===== src/rtl/pwm_aq_pkg.sv =====
package pwm_aq_pkg;

  localparam int ADDR_W = 3;

  localparam logic [ADDR_W-1:0] A_TIME   = 3'd0;
  localparam logic [ADDR_W-1:0] A_PERIOD = 3'd1;
  localparam logic [ADDR_W-1:0] A_CMPCTL = 3'd2;
  localparam logic [ADDR_W-1:0] A_CMPA   = 3'd3;
  localparam logic [ADDR_W-1:0] A_CMPB   = 3'd4;
  localparam logic [ADDR_W-1:0] A_ACTA   = 3'd5;
  localparam logic [ADDR_W-1:0] A_ACTB   = 3'd6;
  localparam logic [ADDR_W-1:0] A_FORCE  = 3'd7;

  typedef enum logic [1:0] {
    CM_UP     = 2'd0,
    CM_DOWN   = 2'd1,
    CM_UPDOWN = 2'd2,
    CM_FREEZE = 2'd3
  } cnt_mode_e;

  typedef enum logic [1:0] {
    ACT_NONE   = 2'd0,
    ACT_LOW    = 2'd1,
    ACT_HIGH   = 2'd2,
    ACT_TOGGLE = 2'd3
  } act_e;

  typedef enum logic [1:0] {
    LD_ZERO   = 2'd0,
    LD_PRD    = 2'd1,
    LD_EITHER = 2'd2,
    LD_NEVER  = 2'd3
  } load_sel_e;

  // Field order sets the bit layout: at_zero sits in bits [1:0].
  typedef struct packed {
    act_e cmpb_dn;
    act_e cmpb_up;
    act_e cmpa_dn;
    act_e cmpa_up;
    act_e at_prd;
    act_e at_zero;
  } action_cfg_t;

  typedef struct packed {
    logic cmpb_dn;
    logic cmpb_up;
    logic cmpa_dn;
    logic cmpa_up;
    logic at_prd;
    logic at_zero;
  } event_t;

endpackage


===== src/rtl/pwm_aq_prescale.sv =====
module pwm_aq_prescale #(
  parameter int DIV_W = 3,
  parameter int HS_W  = 3
) (
  input  logic             clk,
  input  logic             rst,
  input  logic [DIV_W-1:0] clkdiv,
  input  logic [HS_W-1:0]  hsdiv,
  output logic             tick
);
  // Wide enough for (2^(2^DIV_W-1)) * (2*(2^HS_W-1)).
  localparam int PS_W = (1 << DIV_W) + HS_W + 1;

  logic [PS_W-1:0] ps_q;
  logic [PS_W-1:0] coarse_f;
  logic [PS_W-1:0] fine_f;
  logic [PS_W-1:0] div_m1;

  always_comb begin
    coarse_f = PS_W'(1) << clkdiv;
    fine_f   = (hsdiv == '0) ? PS_W'(1) : PS_W'({hsdiv, 1'b0});
    div_m1   = coarse_f * fine_f - PS_W'(1);
  end

  // Greater-or-equal so that a smaller divider written mid-count ends the count at once.
  assign tick = (ps_q >= div_m1);

  always_ff @(posedge clk) begin
    if (rst) ps_q <= '0;
    else if (tick) ps_q <= '0;
    else ps_q <= ps_q + PS_W'(1);
  end
endmodule


===== src/rtl/pwm_aq_timebase.sv =====
module pwm_aq_timebase
  import pwm_aq_pkg::*;
#(
  parameter int CNT_W = 16
) (
  input  logic             clk,
  input  logic             rst,
  input  logic             tick,
  input  cnt_mode_e        mode,
  input  logic             per_imm,
  input  logic             per_we,
  input  logic [CNT_W-1:0] per_wdata,
  output logic             run,
  output logic [CNT_W-1:0] cnt,
  output logic [CNT_W-1:0] per_eff,
  output logic             dir_up,
  output logic             ev_zero,
  output logic             ev_prd
);
  logic [CNT_W-1:0] cnt_q, cnt_d, per_sh_q, per_act_q;
  logic             dir_q, dir_d;

  assign run     = tick && (mode != CM_FREEZE);
  assign per_eff = per_imm ? per_sh_q : per_act_q;
  assign cnt     = cnt_q;
  assign ev_zero = run && (cnt_q == '0);
  assign ev_prd  = run && (cnt_q == per_eff);

  always_comb begin
    unique case (mode)
      CM_UP:   dir_up = 1'b1;
      CM_DOWN: dir_up = 1'b0;
      default: dir_up = dir_q;
    endcase
  end

  always_comb begin
    cnt_d = cnt_q;
    dir_d = dir_q;
    unique case (mode)
      CM_UP: begin
        dir_d = 1'b1;
        cnt_d = (cnt_q >= per_eff) ? '0 : cnt_q + CNT_W'(1);
      end
      CM_DOWN: begin
        dir_d = 1'b0;
        cnt_d = (cnt_q == '0) ? per_eff : cnt_q - CNT_W'(1);
      end
      CM_UPDOWN: begin
        if (dir_q) begin
          if (cnt_q >= per_eff) begin
            dir_d = 1'b0;
            cnt_d = (cnt_q == '0) ? '0 : cnt_q - CNT_W'(1);
          end else begin
            cnt_d = cnt_q + CNT_W'(1);
          end
        end else begin
          if (cnt_q == '0) begin
            dir_d = 1'b1;
            cnt_d = (per_eff == '0) ? '0 : CNT_W'(1);
          end else begin
            cnt_d = cnt_q - CNT_W'(1);
          end
        end
      end
      default: begin
        cnt_d = cnt_q;
        dir_d = dir_q;
      end
    endcase
  end

  always_ff @(posedge clk) begin
    if (rst) begin
      cnt_q     <= '0;
      dir_q     <= 1'b0;
      per_sh_q  <= '0;
      per_act_q <= '0;
    end else begin
      if (per_we) per_sh_q <= per_wdata;
      if (per_imm || ev_zero) per_act_q <= per_sh_q;
      if (run) begin
        cnt_q <= cnt_d;
        dir_q <= dir_d;
      end
    end
  end
endmodule


===== src/rtl/pwm_aq_compare.sv =====
module pwm_aq_compare
  import pwm_aq_pkg::*;
#(
  parameter int CNT_W = 16
) (
  input  logic             clk,
  input  logic             rst,
  input  logic             we,
  input  logic [CNT_W-1:0] wdata,
  input  logic             shadow_en,
  input  load_sel_e        load_sel,
  input  logic             run,
  input  logic             ev_zero,
  input  logic             ev_prd,
  input  logic [CNT_W-1:0] cnt,
  input  logic             dir_up,
  output logic [CNT_W-1:0] cmp_eff,
  output logic             ev_up,
  output logic             ev_dn
);
  logic [CNT_W-1:0] sh_q, act_q;
  logic             take;

  always_comb begin
    unique case (load_sel)
      LD_ZERO:   take = ev_zero;
      LD_PRD:    take = ev_prd;
      LD_EITHER: take = ev_zero || ev_prd;
      default:   take = 1'b0;
    endcase
  end

  assign cmp_eff = shadow_en ? act_q : sh_q;
  assign ev_up   = run && dir_up  && (cnt == cmp_eff);
  assign ev_dn   = run && !dir_up && (cnt == cmp_eff);

  always_ff @(posedge clk) begin
    if (rst) begin
      sh_q  <= '0;
      act_q <= '0;
    end else begin
      if (we) sh_q <= wdata;
      // With the shadow off the active copy tracks the written value, so turning the shadow on holds the current value.
      if (!shadow_en || take) act_q <= sh_q;
    end
  end
endmodule


===== src/rtl/pwm_aq_output.sv =====
module pwm_aq_output
  import pwm_aq_pkg::*;
(
  input  logic        clk,
  input  logic        rst,
  input  action_cfg_t cfg,
  input  event_t      ev,
  input  logic [1:0]  force_sel,
  output logic        pwm
);
  act_e sel;
  logic pwm_q;

  // Later assignments win: zero < period < compare A < compare B.
  always_comb begin
    sel = ACT_NONE;
    if (ev.at_zero && cfg.at_zero != ACT_NONE) sel = cfg.at_zero;
    if (ev.at_prd  && cfg.at_prd  != ACT_NONE) sel = cfg.at_prd;
    if (ev.cmpa_up && cfg.cmpa_up != ACT_NONE) sel = cfg.cmpa_up;
    if (ev.cmpa_dn && cfg.cmpa_dn != ACT_NONE) sel = cfg.cmpa_dn;
    if (ev.cmpb_up && cfg.cmpb_up != ACT_NONE) sel = cfg.cmpb_up;
    if (ev.cmpb_dn && cfg.cmpb_dn != ACT_NONE) sel = cfg.cmpb_dn;
  end

  always_ff @(posedge clk) begin
    if (rst) pwm_q <= 1'b0;
    else if (force_sel == 2'd1) pwm_q <= 1'b0;
    else if (force_sel == 2'd2) pwm_q <= 1'b1;
    else begin
      unique case (sel)
        ACT_LOW:    pwm_q <= 1'b0;
        ACT_HIGH:   pwm_q <= 1'b1;
        ACT_TOGGLE: pwm_q <= ~pwm_q;
        default:    pwm_q <= pwm_q;
      endcase
    end
  end

  assign pwm = pwm_q;
endmodule


===== src/rtl/pwm_dual_aq.sv =====
module pwm_dual_aq
  import pwm_aq_pkg::*;
#(
  parameter int CNT_W = 16,
  parameter int DIV_W = 3,
  parameter int HS_W  = 3
) (
  input  logic              clk,
  input  logic              rst,
  input  logic              cfg_we,
  input  logic [ADDR_W-1:0] cfg_addr,
  input  logic [CNT_W-1:0]  cfg_wdata,
  output logic              pwm_a,
  output logic              pwm_b
);
  localparam int NCH     = 2;
  localparam int ACT_W   = $bits(action_cfg_t);
  localparam int TM_IMM  = 2;
  localparam int TM_CD   = 3;
  localparam int TM_HS   = TM_CD + DIV_W;
  localparam int TCTL_W  = TM_HS + HS_W;
  localparam int CC_STEP = 3;
  localparam int CCTL_W  = CC_STEP * NCH;
  localparam int FRC_W   = 2 * NCH;

  logic [TCTL_W-1:0]             tctl_q;
  logic [CCTL_W-1:0]             cmpctl_q;
  action_cfg_t [NCH-1:0]         aq_cfg_q;
  logic [FRC_W-1:0]              force_q;

  cnt_mode_e                     mode;
  logic                          tick, run, dir_up, ev_zero, ev_prd;
  logic [CNT_W-1:0]              cnt, per_eff;
  logic [NCH-1:0][CNT_W-1:0]     cmp_eff;
  logic [NCH-1:0]                cmp_up, cmp_dn, pwm_q;
  event_t                        ev;

  always_ff @(posedge clk) begin
    if (rst) begin
      tctl_q   <= '0;
      cmpctl_q <= '0;
      aq_cfg_q <= '0;
      force_q  <= '0;
    end else if (cfg_we) begin
      unique case (cfg_addr)
        A_TIME:   tctl_q      <= cfg_wdata[TCTL_W-1:0];
        A_CMPCTL: cmpctl_q    <= cfg_wdata[CCTL_W-1:0];
        A_ACTA:   aq_cfg_q[0] <= action_cfg_t'(cfg_wdata[ACT_W-1:0]);
        A_ACTB:   aq_cfg_q[1] <= action_cfg_t'(cfg_wdata[ACT_W-1:0]);
        A_FORCE:  force_q     <= cfg_wdata[FRC_W-1:0];
        default:  ;
      endcase
    end
  end

  assign mode = cnt_mode_e'(tctl_q[1:0]);

  pwm_aq_prescale #(.DIV_W(DIV_W), .HS_W(HS_W)) u_presc (
    .clk    (clk),
    .rst    (rst),
    .clkdiv (tctl_q[TM_CD +: DIV_W]),
    .hsdiv  (tctl_q[TM_HS +: HS_W]),
    .tick   (tick)
  );

  pwm_aq_timebase #(.CNT_W(CNT_W)) u_tb (
    .clk       (clk),
    .rst       (rst),
    .tick      (tick),
    .mode      (mode),
    .per_imm   (tctl_q[TM_IMM]),
    .per_we    (cfg_we && (cfg_addr == A_PERIOD)),
    .per_wdata (cfg_wdata),
    .run       (run),
    .cnt       (cnt),
    .per_eff   (per_eff),
    .dir_up    (dir_up),
    .ev_zero   (ev_zero),
    .ev_prd    (ev_prd)
  );

  always_comb begin
    ev.at_zero = ev_zero;
    ev.at_prd  = ev_prd;
    ev.cmpa_up = cmp_up[0];
    ev.cmpa_dn = cmp_dn[0];
    ev.cmpb_up = cmp_up[1];
    ev.cmpb_dn = cmp_dn[1];
  end

  for (genvar g = 0; g < NCH; g++) begin : g_ch
    pwm_aq_compare #(.CNT_W(CNT_W)) u_cmp (
      .clk       (clk),
      .rst       (rst),
      .we        (cfg_we && (cfg_addr == (A_CMPA + ADDR_W'(g)))),
      .wdata     (cfg_wdata),
      .shadow_en (cmpctl_q[CC_STEP*g]),
      .load_sel  (load_sel_e'(cmpctl_q[CC_STEP*g+1 +: 2])),
      .run       (run),
      .ev_zero   (ev_zero),
      .ev_prd    (ev_prd),
      .cnt       (cnt),
      .dir_up    (dir_up),
      .cmp_eff   (cmp_eff[g]),
      .ev_up     (cmp_up[g]),
      .ev_dn     (cmp_dn[g])
    );

    pwm_aq_output u_out (
      .clk       (clk),
      .rst       (rst),
      .cfg       (aq_cfg_q[g]),
      .ev        (ev),
      .force_sel (force_q[2*g +: 2]),
      .pwm       (pwm_q[g])
    );
  end

  assign pwm_a = pwm_q[0];
  assign pwm_b = pwm_q[1];
endmodule


===== config.mk =====
export PLATFORM = sky130hd
export DESIGN_NAME = pwm_dual_aq
export DESIGN_NICKNAME = d
export VERILOG_FILES = /design/src/rtl/pwm_aq_pkg.sv /design/src/rtl/pwm_aq_prescale.sv /design/src/rtl/pwm_aq_timebase.sv /design/src/rtl/pwm_aq_compare.sv /design/src/rtl/pwm_aq_output.sv /design/src/rtl/pwm_dual_aq.sv
export SDC_FILE = /design/constraint.sdc
export NUM_CORES = 1
export LEC_CHECK = 0
export ABC_AREA = 1
export BUFFER_PORTS_ARGS = -buffer_cell sky130_fd_sc_hd__buf_2
export CAP_MARGIN = 10
export CORE_MARGIN = 2
export CORE_UTILIZATION = 40
export DETAILED_ROUTE_END_ITERATION = 12
export PLACE_DENSITY = 0.63
export SLEW_MARGIN = 15
export SYNTH_ARGS = -nofsm -noshare
export SYNTH_HDL_FRONTEND = slang
export SYNTH_SLANG_ARGS = --single-unit

===== constraint.sdc =====
create_clock -name clk -period 7.65 [get_ports clk]
set_input_delay 1.9125 -clock clk [delete_from_list [all_inputs] [get_ports clk]]
set_output_delay 1.9125 -clock clk [all_outputs]
set_load 0.03 [all_outputs]

; ---- Yosys cells after proc, flatten, opt, wreduce, memory -nomap -nowiden
; Index checks and enable logic that the tools add are counted.
[totals]
register_bits = 170
input_bits = 22
[op_classes]
bitwise_logic = 2
n_reduce_logical = 62
n_eq_ne = 27
multipliers = 1
add_sub_neg = 4
muxes = 35
order_cmp = 2
shift = 1
[op_table]
columns = op, n
row1 = $mux 16, 9
row2 = $eq 16x16->1, 3
row3 = $pmux 16 s3, 1
row4 = $logic_not 16->1, 2
row5 = $logic_and 1x1->1, 24
row6 = $mux 2, 12
row7 = $reduce_bool 2->1, 12
row8 = $eq 2x2->1 const B, 9
row9 = $add 16x1->16 const B, 1
row10 = $ge 16x16->1, 1
row11 = $sub 16x1->16 const B, 1
row12 = $pmux 1 s3, 5
row13 = $eq 2x1->1 const B, 7
row14 = $add 12x1->12 const B, 1
row15 = $eq 3x3->1 const B, 4
row16 = $ge 12x12->1, 1
row17 = $mul 12x12->12, 1
row18 = $reduce_and 2->1, 6
row19 = $shl 1x3->12 const A, 1
row20 = $sub 12x1->12 const B, 1
row21 = $reduce_bool 4->1, 2
row22 = $eq 3x2->1 const B, 2
row23 = $logic_not 2->1, 3
row24 = $logic_not 3->1, 2
row25 = 10 further kinds, 23

; ---- Depth between registers and ports, before layout
[depth]
word_depth = 17
mapped_depth = 43
mapped_depth_nobuf = 42

; ---- Hierarchy
; From an unflattened synthesis, not the netlist that was laid out.
[hier_totals]
hier_cells = 1908
area_unflattened_um2 = 12042.8
[modules_own_cells]
columns = module, seq_area_each_um2, cells_each, instances, area_each_um2
row1 = pwm_aq_timebase, 980.9, 664, 1, 4035.1
row2 = pwm_aq_compare, 640.6, 281, 2, 1761.7
row3 = pwm_aq_prescale, 240.2, 324, 1, 2150.8
row4 = pwm_dual_aq, 860.8, 262, 1, 1793.0
row5 = pwm_aq_output, 20.0, 48, 2, 270.3

; ---- Least setup slack after synthesis
; No wires, ideal clock.
[synth_timing]
path_type = register to register
startpoint = register tctl_q[4]
endpoint = register g_ch[1].u_out.pwm_q
path_stages_with_launch = 42
path_slack_ns = 1.715
setup_time_ns = 0.074
path_buffers = 1
arrival_ns = 5.861
cell_sequence = dfxtp_1 clkinv_1 nor3_1 nand2_1 ha_1 inv_1 fa_1 inv_1 fa_1 inv_1 ha_1 nand2_1 nand2_1 nand3_1 nand2_1 a21oi_1 o21ai_0 a21o_1 (+6 left out) nor2_2 nand2_1 nor2_1 nand2_1 nand2_2 nand2_2 buf_6 nor2_4 nand3_1 nand3_1 nand3_1 nand2_1 nand2_1 a21oi_1 ha_1 o21ai_0 o21ai_0 a31oi_1
[synth_via]
elab_chain_cells = 16
elab_cells_between_ends = 31
[synth_lines]
columns = element, line_no
row1 = from (decl), pwm_dual_aq.sv:26  ; logic [TCTL_W-1:0] tctl_q;
row2 = from (signal assigned), pwm_dual_aq.sv:46  ; A_TIME: tctl_q <= cfg_wdata[TCTL_W-1:0];
row3 = $shl 1x3->12 *, pwm_aq_prescale.sv:20  ; coarse_f = PS_W'(1) << clkdiv;
row4 = $mul 12x12->12 *, pwm_aq_prescale.sv:22  ; div_m1 = coarse_f * fine_f - PS_W'(1);
row5 = $sub 12x1->12 *, pwm_aq_prescale.sv:22
row6 = $ge 12x12->1 *, pwm_aq_prescale.sv:26  ; assign tick = (ps_q >= div_m1);
row7 = $logic_and 1x1->1 *, pwm_aq_timebase.sv:23  ; assign run = tick && (mode != CM_FREEZE);
row8 = $logic_and 1x1->1, pwm_aq_timebase.sv:26  ; assign ev_zero = run && (cnt_q == '0);
row9 = $logic_and 1x1->1, pwm_aq_output.sv:17  ; if (ev.at_zero && cfg.at_zero != ACT_NONE) sel = cfg.at_zero;
row10 = $mux 2, pwm_aq_output.sv:17
row11 = $mux 2, pwm_aq_output.sv:18  ; if (ev.at_prd && cfg.at_prd != ACT_NONE) sel = cfg.at_prd;
row12 = $mux 2, pwm_aq_output.sv:19  ; if (ev.cmpa_up && cfg.cmpa_up != ACT_NONE) sel = cfg.cmpa_up;
row13 = $mux 2, pwm_aq_output.sv:20  ; if (ev.cmpa_dn && cfg.cmpa_dn != ACT_NONE) sel = cfg.cmpa_dn;
row14 = $mux 2, pwm_aq_output.sv:21  ; if (ev.cmpb_up && cfg.cmpb_up != ACT_NONE) sel = cfg.cmpb_up;
row15 = $mux 2 *, pwm_aq_output.sv:22  ; if (ev.cmpb_dn && cfg.cmpb_dn != ACT_NONE) sel = cfg.cmpb_dn;
row16 = $eq 2x2->1 or $eq 2x1->1 (tied branches), pwm_aq_output.sv:30  ; unique case (sel)
row17 = $pmux 1 s3, pwm_aq_output.sv:30
row18 = $mux 1, pwm_aq_output.sv:28  ; else if (force_sel == 2'd2) pwm_q <= 1'b1;
row19 = to (signal assigned), pwm_aq_output.sv:33  ; ACT_TOGGLE: pwm_q <= ~pwm_q;
row20 = to (signal assigned), pwm_aq_output.sv:34  ; default: pwm_q <= pwm_q;
row21 = to (decl), pwm_aq_output.sv:12  ; logic pwm_q;
; Every way passes the cells marked *; elsewhere a longest branch is shown, timed or not.
; A chain may end at the register's enable or synchronous reset.

; ---- Final worst setup path
; Same ends and word-level chain as after synthesis.

==> metrics.txt <==
status=finished clean; RSZ-0062 raised after global routing=false; insertion delay to the later sink of the worst-skew pair=0.44 ns; Syn Nets=1735; Fill cells=2827; Routed WL per cell=15.06 µm; Area Overhead vs Synth=7.761%; layout cells sized above 1=0.06897; largest net degree at the start of global routing=95; Die Wd=170.4 µm; crit-path most repeated cell=nand2_1; full die area=29030 µm²; Synth Area in Compound Gates=0.2107; synth warn=0; maximum VDD drop=0.1247 mV; DPL Wire Length=21800 µm; Pleak=5.139 nW; Iter 0 DRT Violations=697; crit path capture type=register; final hold vios=0; gpl congestion=0.9301; post-synthesis adder-cell area fraction=0.09355; clk_skew=0.01442 ns; Fin Setup TNS=0 ns; initial antenna violation count=1; Main synth FF type=dfxtp_1; Critical Path RT=8.01 ns; crit path kind=register to register; final wirelength=30070 µm; area of the multi-input gates=6495 µm²; mean post-synth cell area=6.761 µm²; Placement Setup Slack=0.6756 ns; Final Power=2.176 mW; post-route minimum period=6.758 ns; worst-path fanout max=29; Port Buffers=23; most common cell after layout, fill and taps aside=nand2_1; Final nets=1708; Achievable Freq=148.0 MHz; worst min path class=register to register; largest area contributor in the netlist=dfxtp_1; share of flip-flops with an asynchronous set or reset=0; TritonRoute pass-1 iters=5; Startpoint Class=register; post-CTS setup buffers=0; leading cell types in the layout, fill and taps excluded=nand2_1, inv_1, o21ai_0, dfxtp_1, a21oi_1; first-pass GRT wire length=48630 µm; TritonCTS Buffers=17; row count=60; total track usage=0.2125; CTS resizes=0; final setup fails=0; Final ANT Viol Nets=0; Die Ht=170.4 µm; Max Buffers Root-to-Sink=2; post-synthesis mux area share=0; maxcap violations=0; cell area after synthesis=11070 µm²; H-tree depth=4; n_diodes=0; Post-synth EDFFs=0; Initial Utilization=0.4086; CTS tree=done; Final Slew Violations=0; detailed-route via count=10335; relative slew slack=0.2700; Top Ports=24; Slew @ Worst Pin=1.094 ns; clk root buf=clkbuf_16; GR Overflow Total=0; # DRC=0; FF/Latch Area=3403 µm²; XOR/XNOR Fraction of Synth Area=0.03638; Area after DPL=11300 µm²; register area share after synthesis=0.3073; slowest cell on the critical path=fa_1; Mapped Cells=1638; Yosys cell types=47; CTS clk-pin slew, worst paths=0.08 ns; number of global-route vias before repair=9391; share of the synthesized area in the top cell type=0.3073; pwr dens=182.3 nW/µm²; main area contributors after synthesis=dfxtp_1, nand2_1, o21ai_0; Core Area=27100 µm²; Num Clock Sinks=170; Final period util=0.8834; fin util=0.4404; max incr delay on CP=0.52 ns; Synth Area in Simple Gates=0.2454; arrival time at the worst endpoint=7.12 ns; post-synthesis register bit count=170; cts-stage hold buffer count=0; Final WS setup=0.8920 ns; fin area=11930 µm²; largest family of logic cells by synthesized area=simple AND/OR/NAND/NOR gates; vias per cell=5.178
[kinds of logic (layout without fill, tap and decap cells)]
kind of cell,after synthesis,count (layout)
XOR/XNOR,46,46
buffers and inverters,284,270
AO/OA/AOI/OAI,428,428
AND/OR/NAND/NOR,635,635
flip-flops,170,170
adder cells (fa/ha/maj),75,75
[through the flow]
step	std cells	hold slack (ns)
after floorplan	1638	0.4300
after global placement	1964	0.4463
after detailed placement	1964	0.4528
after CTS	1996	0.4643
after global routing	1996	0.4835
final	1996	0.4639
[synthesized netlist by cell type, types with 2 or more instances]
| library cell | count |
|---|---|
| o211ai_1 | 13 |
| o221ai_4 | 2 |
| a21oi_2 | 16 |
| nor3_1 | 17 |
| clkinv_2 | 2 |
| o21ai_1 | 37 |
| nand4_1 | 18 |
| nor2_2 | 8 |
| nor3b_1 | 2 |
| inv_2 | 6 |
| nand2_2 | 2 |
| buf_2 | 13 |
| nand3_4 | 3 |
| nor4_1 | 5 |
| nand3_2 | 2 |
| dfxtp_1 | 170 |
| a31oi_1 | 7 |
| xnor2_1 | 9 |
| ha_1 | 62 |
| nand3b_1 | 3 |
| fa_1 | 13 |
| nor2_1 | 141 |
| or2_2 | 3 |
| a21oi_1 | 159 |
| clkinv_1 | 4 |
| buf_4 | 7 |
| buf_6 | 9 |
| o21a_1 | 12 |
| nand3_1 | 76 |
| nand2_1 | 347 |
| xor2_1 | 37 |
| nor2_4 | 4 |
| a21boi_0 | 2 |
| o21ai_0 | 175 |
| clkbuf_1 | 43 |
| inv_1 | 198 |
[final timing paths]
check | to | cells past startpoint | start | slack, ns
max | g_ch[1].u_out.pwm$_SDFFE_PP0P_ | 41 | tctl_q[4]$_SDFFE_PP0P_ | 0.89
min | aq_cfg_q[13]$_SDFFE_PP0P_ | 2 | aq_cfg_q[13]$_SDFFE_PP0P_ | 0.46
max reg2reg | g_ch[1].u_out.pwm$_SDFFE_PP0P_ | 41 | tctl_q[4]$_SDFFE_PP0P_ | 0.89
min reg2reg | aq_cfg_q[13]$_SDFFE_PP0P_ | 2 | aq_cfg_q[13]$_SDFFE_PP0P_ | 0.46
[state kept, by name (all words and copies together) (netlist names)]
register and count:
u_tb.per_sh_q 16, force_q 4, u_tb.cnt 16, u_tb.per_act_q 16
g_ch.u_cmp.act_q 32, g_ch.u_out.pwm 2, g_ch.u_cmp.sh_q 32, cmpctl_q 6
tctl_q 9, u_tb.dir_q 1, u_presc.ps_q 12, aq_cfg_q 24
[metal layers]
layer / routed length (µm) / GRT usage / vias to the layer above
met5: 0 / 0 / -
met4: 668 / 0.06577 / 0
met3: 1443 / 0.02930 / 39
met2: 13810 / 0.3528 / 238
met1: 14150 / 0.2861 / 4750
li1: - / - / 5308
[worst max-delay path, delay by kind of cell, from the launching register on]
family	cells	cell delay (ns)
AO/OA/AOI/OAI	8	1.16
AND/OR/NAND/NOR	23	2.51
flip-flops	1	0.39
buffers and inverters	4	0.38
adder cells (fa/ha/maj)	6	2.24
[power breakdown]
part	internal [mW]	leakage, nW	switching (mW)	total, mW
Clock	0.475	0.305	0.437	0.912
Sequential	0.913	1.38	0.0205	0.934
Combinational	0.107	3.45	0.223	0.330
Total	1.50	5.14	0.680	2.18
[area by class of cell]
class	count	share of cell area
Inverter	211	0.06689
Multi-Input combinational cell	1184	0.5442
Clock buffer	17	0.03565
Timing Repair Buffer	27	0.01216
Tap cell	372	0.03900
Clock inverter	15	0.01688
Sequential cell	170	0.2852
Note: power is estimated with default switching activity, not from simulation.
